`src/rtl/irqc_pkg.sv`:
```
package irqc_pkg;
    localparam int ADDR_W = 3;

    typedef enum logic [ADDR_W-1:0] {
        REG_STAT  = 3'd0,
        REG_ENAB  = 3'd1,
        REG_CRIT  = 3'd2,
        REG_POLAR = 3'd3,
        REG_TRIG  = 3'd4,
        REG_PEND  = 3'd5
    } reg_addr_e;
endpackage

```
`src/rtl/irqc_detect.sv`:
```
module irqc_detect #(
    parameter int SYNC_STAGES = 2
) (
    input  logic clk,
    input  logic rst_n,
    input  logic raw_i,
    input  logic pol_i,
    input  logic trig_i,
    output logic event_o
);
    logic [SYNC_STAGES-1:0] sync_q;
    logic                   prev_q;
    logic                   active;

    always_ff @(posedge clk or negedge rst_n) begin
        if (!rst_n) begin
            sync_q <= '0;
            prev_q <= 1'b0;
        end else begin
            sync_q <= {sync_q[SYNC_STAGES-2:0], raw_i};
            prev_q <= active;
        end
    end

    // active-high when pol is 1, active-low when pol is 0
    assign active  = sync_q[SYNC_STAGES-1] ~^ pol_i;
    assign event_o = trig_i ? (active & ~prev_q) : active;

    // an edge event never fires two cycles running for an unchanged setup
    assert_edge_single_R4: assert property (@(posedge clk) disable iff (!rst_n)
        (trig_i && $stable(pol_i) && event_o) |=> !(event_o && $stable(pol_i) && trig_i));
endmodule

```
`src/rtl/irqc_regs.sv`:
```
module irqc_regs
    import irqc_pkg::*;
#(
    parameter int NUM_IN = 32
) (
    input  logic              clk,
    input  logic              rst_n,
    input  logic [ADDR_W-1:0] bus_addr,
    input  logic [NUM_IN-1:0] bus_wdata,
    input  logic              bus_we,
    output logic [NUM_IN-1:0] bus_rdata,
    input  logic [NUM_IN-1:0] event_vec,
    output logic [NUM_IN-1:0] stat_q,
    output logic [NUM_IN-1:0] en_q,
    output logic [NUM_IN-1:0] crit_q,
    output logic [NUM_IN-1:0] pol_q,
    output logic [NUM_IN-1:0] trig_q
);
    reg_addr_e         addr_e;
    logic [NUM_IN-1:0] clr_mask;

    assign addr_e   = reg_addr_e'(bus_addr);
    assign clr_mask = (bus_we && addr_e == REG_STAT) ? bus_wdata : '0;

    always_ff @(posedge clk or negedge rst_n) begin
        if (!rst_n) begin
            stat_q <= '0;
            en_q   <= '0;
            crit_q <= '0;
            pol_q  <= '0;
            trig_q <= '0;
        end else begin
            // a new event wins over a clear in the same cycle
            stat_q <= (stat_q & ~clr_mask) | event_vec;
            if (bus_we) begin
                unique case (addr_e)
                    REG_ENAB:  en_q   <= bus_wdata;
                    REG_CRIT:  crit_q <= bus_wdata;
                    REG_POLAR: pol_q  <= bus_wdata;
                    REG_TRIG:  trig_q <= bus_wdata;
                    default: ;
                endcase
            end
        end
    end

    always_comb begin
        unique case (addr_e)
            REG_STAT:  bus_rdata = stat_q;
            REG_ENAB:  bus_rdata = en_q;
            REG_CRIT:  bus_rdata = crit_q;
            REG_POLAR: bus_rdata = pol_q;
            REG_TRIG:  bus_rdata = trig_q;
            REG_PEND:  bus_rdata = stat_q & en_q;
            default:   bus_rdata = '0;
        endcase
    end

    assert_w1c_R2: assert property (@(posedge clk) disable iff (!rst_n)
        1'b1 |=> ((stat_q & $past(clr_mask & ~event_vec)) == '0));

    assert_hold_R2: assert property (@(posedge clk) disable iff (!rst_n)
        1'b1 |=> ((stat_q & $past(stat_q & ~clr_mask)) == $past(stat_q & ~clr_mask)));

    assert_capture_R3: assert property (@(posedge clk) disable iff (!rst_n)
        1'b1 |=> ((stat_q & $past(event_vec)) == $past(event_vec)));

    assert_pend_ro_R6: assert property (@(posedge clk) disable iff (!rst_n)
        (bus_we && addr_e == REG_PEND) |=>
            ($stable(en_q) && $stable(crit_q) && $stable(pol_q) && $stable(trig_q)));

    assert_unmapped_R10: assert property (@(posedge clk) disable iff (!rst_n)
        (bus_addr > 3'd5) |-> (bus_rdata == '0));
endmodule

```
`src/rtl/irqc_route.sv`:
```
module irqc_route #(
    parameter int NUM_IN = 32
) (
    input  logic              clk,
    input  logic              rst_n,
    input  logic [NUM_IN-1:0] stat_i,
    input  logic [NUM_IN-1:0] en_i,
    input  logic [NUM_IN-1:0] crit_i,
    output logic              irq_crit_o,
    output logic              irq_noncrit_o
);
    logic [NUM_IN-1:0] live;

    assign live          = stat_i & en_i;
    assign irq_crit_o    = |(live & crit_i);
    assign irq_noncrit_o = |(live & ~crit_i);

    assert_quiet_R7: assert property (@(posedge clk) disable iff (!rst_n)
        (en_i == '0) |-> (!irq_crit_o && !irq_noncrit_o));

    assert_allcrit_R7: assert property (@(posedge clk) disable iff (!rst_n)
        (crit_i == '1) |-> !irq_noncrit_o);
endmodule

```
`src/rtl/irq_ctrl_unit.sv`:
```
module irq_ctrl_unit
    import irqc_pkg::*;
#(
    parameter int NUM_IN      = 32,
    parameter int SYNC_STAGES = 2
) (
    input  logic              clk,
    input  logic              rst_n,
    input  logic [ADDR_W-1:0] bus_addr,
    input  logic [NUM_IN-1:0] bus_wdata,
    input  logic              bus_we,
    output logic [NUM_IN-1:0] bus_rdata,
    input  logic [NUM_IN-1:0] irq_in,
    output logic              irq_crit_o,
    output logic              irq_noncrit_o
);
    localparam int TOP_BIT = NUM_IN - 1;

    logic [NUM_IN-1:0] event_vec;
    logic [NUM_IN-1:0] stat_q, en_q, crit_q, pol_q, trig_q;

    // line n lives at register bit NUM_IN-1-n
    for (genvar n = 0; n < NUM_IN; n++) begin : g_line
        irqc_detect #(.SYNC_STAGES(SYNC_STAGES)) u_det (
            .clk     (clk),
            .rst_n   (rst_n),
            .raw_i   (irq_in[n]),
            .pol_i   (pol_q[TOP_BIT-n]),
            .trig_i  (trig_q[TOP_BIT-n]),
            .event_o (event_vec[TOP_BIT-n])
        );
    end

    irqc_regs #(.NUM_IN(NUM_IN)) u_regs (
        .clk       (clk),
        .rst_n     (rst_n),
        .bus_addr  (bus_addr),
        .bus_wdata (bus_wdata),
        .bus_we    (bus_we),
        .bus_rdata (bus_rdata),
        .event_vec (event_vec),
        .stat_q    (stat_q),
        .en_q      (en_q),
        .crit_q    (crit_q),
        .pol_q     (pol_q),
        .trig_q    (trig_q)
    );

    irqc_route #(.NUM_IN(NUM_IN)) u_route (
        .clk           (clk),
        .rst_n         (rst_n),
        .stat_i        (stat_q),
        .en_i          (en_q),
        .crit_i        (crit_q),
        .irq_crit_o    (irq_crit_o),
        .irq_noncrit_o (irq_noncrit_o)
    );
endmodule

```
`config.mk`:
```
export PLATFORM = sky130hd
export DESIGN_NAME = irq_ctrl_unit
export DESIGN_NICKNAME = d
export VERILOG_FILES = /design/src/rtl/irqc_pkg.sv /design/src/rtl/irqc_detect.sv /design/src/rtl/irqc_regs.sv /design/src/rtl/irqc_route.sv /design/src/rtl/irq_ctrl_unit.sv
export SDC_FILE = /design/constraint.sdc
export NUM_CORES = 1
export LEC_CHECK = 0
export ABC_AREA = 1
export BUFFER_PORTS_ARGS = -buffer_cell sky130_fd_sc_hd__buf_2
export CAP_MARGIN = 10
export CORE_ASPECT_RATIO = 0.9
export CORE_MARGIN = 2
export CORE_UTILIZATION = 59
export DETAILED_ROUTE_END_ITERATION = 12
export PLACE_DENSITY = 0.79
export SETUP_SLACK_MARGIN = 0.2
export SLEW_MARGIN = 20
export SYNTH_ARGS = -nofsm -noshare
export SYNTH_HDL_FRONTEND = slang
export SYNTH_SLANG_ARGS = --single-unit
```
`constraint.sdc`:
```
create_clock -name clk -period 1.21 [get_ports clk]
set_input_delay 0.1815 -clock clk [delete_from_list [all_inputs] [get_ports clk]]
set_output_delay 0.1815 -clock clk [all_outputs]
set_load 0.02 [all_outputs]
```
==> metrics.txt <==
status complete, but fails checks; failing checks setup timing; Rel. slew slack 76.9%; number of max-cap violations 0; Buffers & Inverters on Critical Path 1; IO Count 104; CP delay by family, top simple AND/OR/NAND/NOR gates; Routed Antenna Nets 0; synth cell count leaders nand2_1 (427), dfrtp_1 (256), o21ai_0 (105), inv_1 (78), o21ai_1 (75); Syn. warnings 0; post-synthesis cell area 10900 um^2; crit path max-delay cell type dfrtp_1; sequential share of power 44.5%; Total GRT Usage 30.1%; dpl hpwl 17900 um; maximum clock path buffer count 3; critical path arrival 1.72 ns; drt first pass iters 6; Worst Path Class, Setup reg -> out; crit start category register; CP peak stage delay 0.43 ns; Pleak 7.29 nW; Area Overhead vs Synth 41.5%; Power Total 24.4 mW; post-route setup slack -0.691 ns; top cell type's share of synthesized area 58.6%; antenna diode count 0; Die H 133 um; cell with the most instances after synthesis nand2_1; Setup WS pre-CTS -0.326 ns; CTS tree built; CP Capture Type primary output; Hold Vio Cnt, Final 0; crit share post-route 157%; synth top area cells dfrtp_1 (59%), nand2_1 (15%), o21ai_0 (4.8%); RSZ-0062 raised after global routing yes; Max VDD drop 0.00134 V; Starting Density 59.8%; Synth async-reset ratio 100%; Die X 147 um; cells after synthesis 1209; most used cell, CP nor2_2; clk_lat worst skew 0.52 ns; Worst-path clk slew 0.07 ns; largest net degree at the start of global routing 53; Layout Skew 0.00910 ns; worst-path cell chain nand3_1 > o21ai_1 > nor2_2 > nand2_1 > nor2_2 > nand2_2 > buf_6; Post-Syn Nets 1279; Synth Flop Type dfrtp_1; Post-synth EDFFs 0; Seq/Total Area, Yosys 58.6%; detail-routed via count per cell 5.67; Sw Pwr 7.45 mW; number of global-route vias before repair 9576; Core Box Area 18300 um^2; Cell Pwr Density 1580 nW/um^2; worst slew pin tran 0.346 ns; routed vias 9965; CTS root buf clkbuf_16; critical-path maximum fanout 3; drt initial violations 943; port bufs 103; Hold Crit Class in -> reg; synthesized flop and latch total 256; post-DR wirelength/cell 19.2 um; Clk pwr share 31.2%; ratio of cells with drive above 1 in the final layout 35.4%; Final Non-Filler Cells 1757; Num CTS Buffers 25; Slew Limit Fails 0; clock sink count 256; count of different cell masters after synthesis 28; top cell type by total area after synthesis dfrtp_1; first-pass GRT wire length 47200 um; Residual DRC 0; RePlAce Congestion 0.850; CP required 1.03 ns; H-tree Lvls 1; Overflow after GRT 0; initial antenna violation count 0; Max Freq 526 MHz; final setup fails 34; num rows 47; die area 19600 um^2; Avg Cell Area, Syn 9.04 um^2; sw frac 30.6%; Final Net Count 1567; final WL 33700 um; Gate power share 24.3%; post-placement cell count 1628; Int Pwr 16.9 mW; minimum clock period 1.90 ns
-- per-stage QoR --
step	TNS, ns	cell area, um^2	util, %	hold slack (ns)
floorplan	0	11000	-	-0.114
global placement	-31.62	12700	69.4	0.0701
detailed placement	-38.51	12700	69.4	0.0770
CTS	-16.76	14500	79.3	0.000198
global route	-19.87	15500	84.6	0.0211
finish	-17.79	15500	84.6	0.0146
-- power by group through the flow --
stage	clock network (mW)	registers [mW]	logic, mW
2_1_floorplan	0	10.6	2.54
3_3_place_gp	0	10.7	4.21
3_5_place_dp	0	10.8	4.36
4_1_cts	7.59	10.7	5.04
5_1_grt	8.01	11.0	6.39
6_report	7.61	10.9	5.92
-- state kept, by name, indices dropped and copies added (netlist names) --
| signal | cells |
|---|---|
| u_regs.stat_q | 32 |
| u_regs.trig_q | 32 |
| g_line.u_det.prev_q | 32 |
| u_regs.en_q | 32 |
| u_regs.pol_q | 32 |
| u_regs.crit_q | 32 |
| g_line.u_det.sync_q | 64 |
-- cell usage in the layout, fill, tap and decap left out, types with 8 or more instances in the layout --
cell,instances
clkbuf_16,29
clkbuf_1,8
buf_12,29
xnor2_1,32
nor2_4,10
inv_1,66
buf_2,65
o21ai_2,65
nand2_1,328
dfrtp_1,255
nand3_1,41
nor2_1,29
nor2_2,22
dlygate4sd3_1,53
o21ai_1,82
nand2_4,27
nand2_2,79
o21ai_0,62
buf_4,72
buf_6,77
a21oi_2,10
inv_2,10
-- final cells by class --
cell class | count | area [um^2]
Clock buffer | 39 | 738
Clock inverter | 3 | 40.0
Timing Repair Buffer | 304 | 3000
Tap cell | 245 | 307
Fill cell | 879 | 2820
Inverter | 83 | 339
Sequential cell | 256 | 6410
Multi-Input combinational cell | 827 | 4640
-- cells by family after synthesis --
group	after synthesis	share of synthesized area, %
compound gates	240	12.4
xor+xnor	32	2.56
flops	256	58.6
simple gates	555	20.5
buf+inv	126	5.92
-- tightest hold or removal path: stages --
cell     delay, ns
buf_2         0.08
inv_1         0.09
o21ai_1       0.14
-- worst paths after layout --
check / from / to / slack (ns) / cells after the start
max: u_regs.en_q[11]$_DFFE_PN0P_ / irq_crit_o / -0.69 / 7
min reg2reg: g_line[16].u_det.sync_q[0]$_DFF_PN0_ / g_line[16].u_det.sync_q[1]$_DFF_PN0_ / 0.35 / 0
max in group asynchronous: rst_n / u_regs.stat_q[5]$_DFF_PN0_ / 0.48 / 3
min: bus_wdata[5] / u_regs.pol_q[5]$_DFFE_PN0P_ / 0.01 / 3
max reg2reg: u_regs.en_q[7]$_DFFE_PN0P_ / u_regs.en_q[7]$_DFFE_PN0P_ / 0.21 / 4
min in group asynchronous: rst_n / g_line[13].u_det.sync_q[1]$_DFF_PN0_ / 0.13 / 2
-- layer usage --
| layer | global-route usage (%) | routed length [um] |
|---|---|---|
| met1 | 40.5 | 12400 |
| met2 | 49.8 | 16500 |
| met3 | 4.38 | 2930 |
| met4 | 12.6 | 1840 |
| met5 | 0 | 0 |
-- timing repair --
action	4_1_cts	5_1_grt
pin swaps	66	60
setup buffers	10	19
hold buffers	53	0
setup endpoints to repair	34	58
gates cloned	0	5
hold endpoints to repair	322	0
gates resized for setup	160	224
No activity file was read; power rests on OpenSTA's default activity.
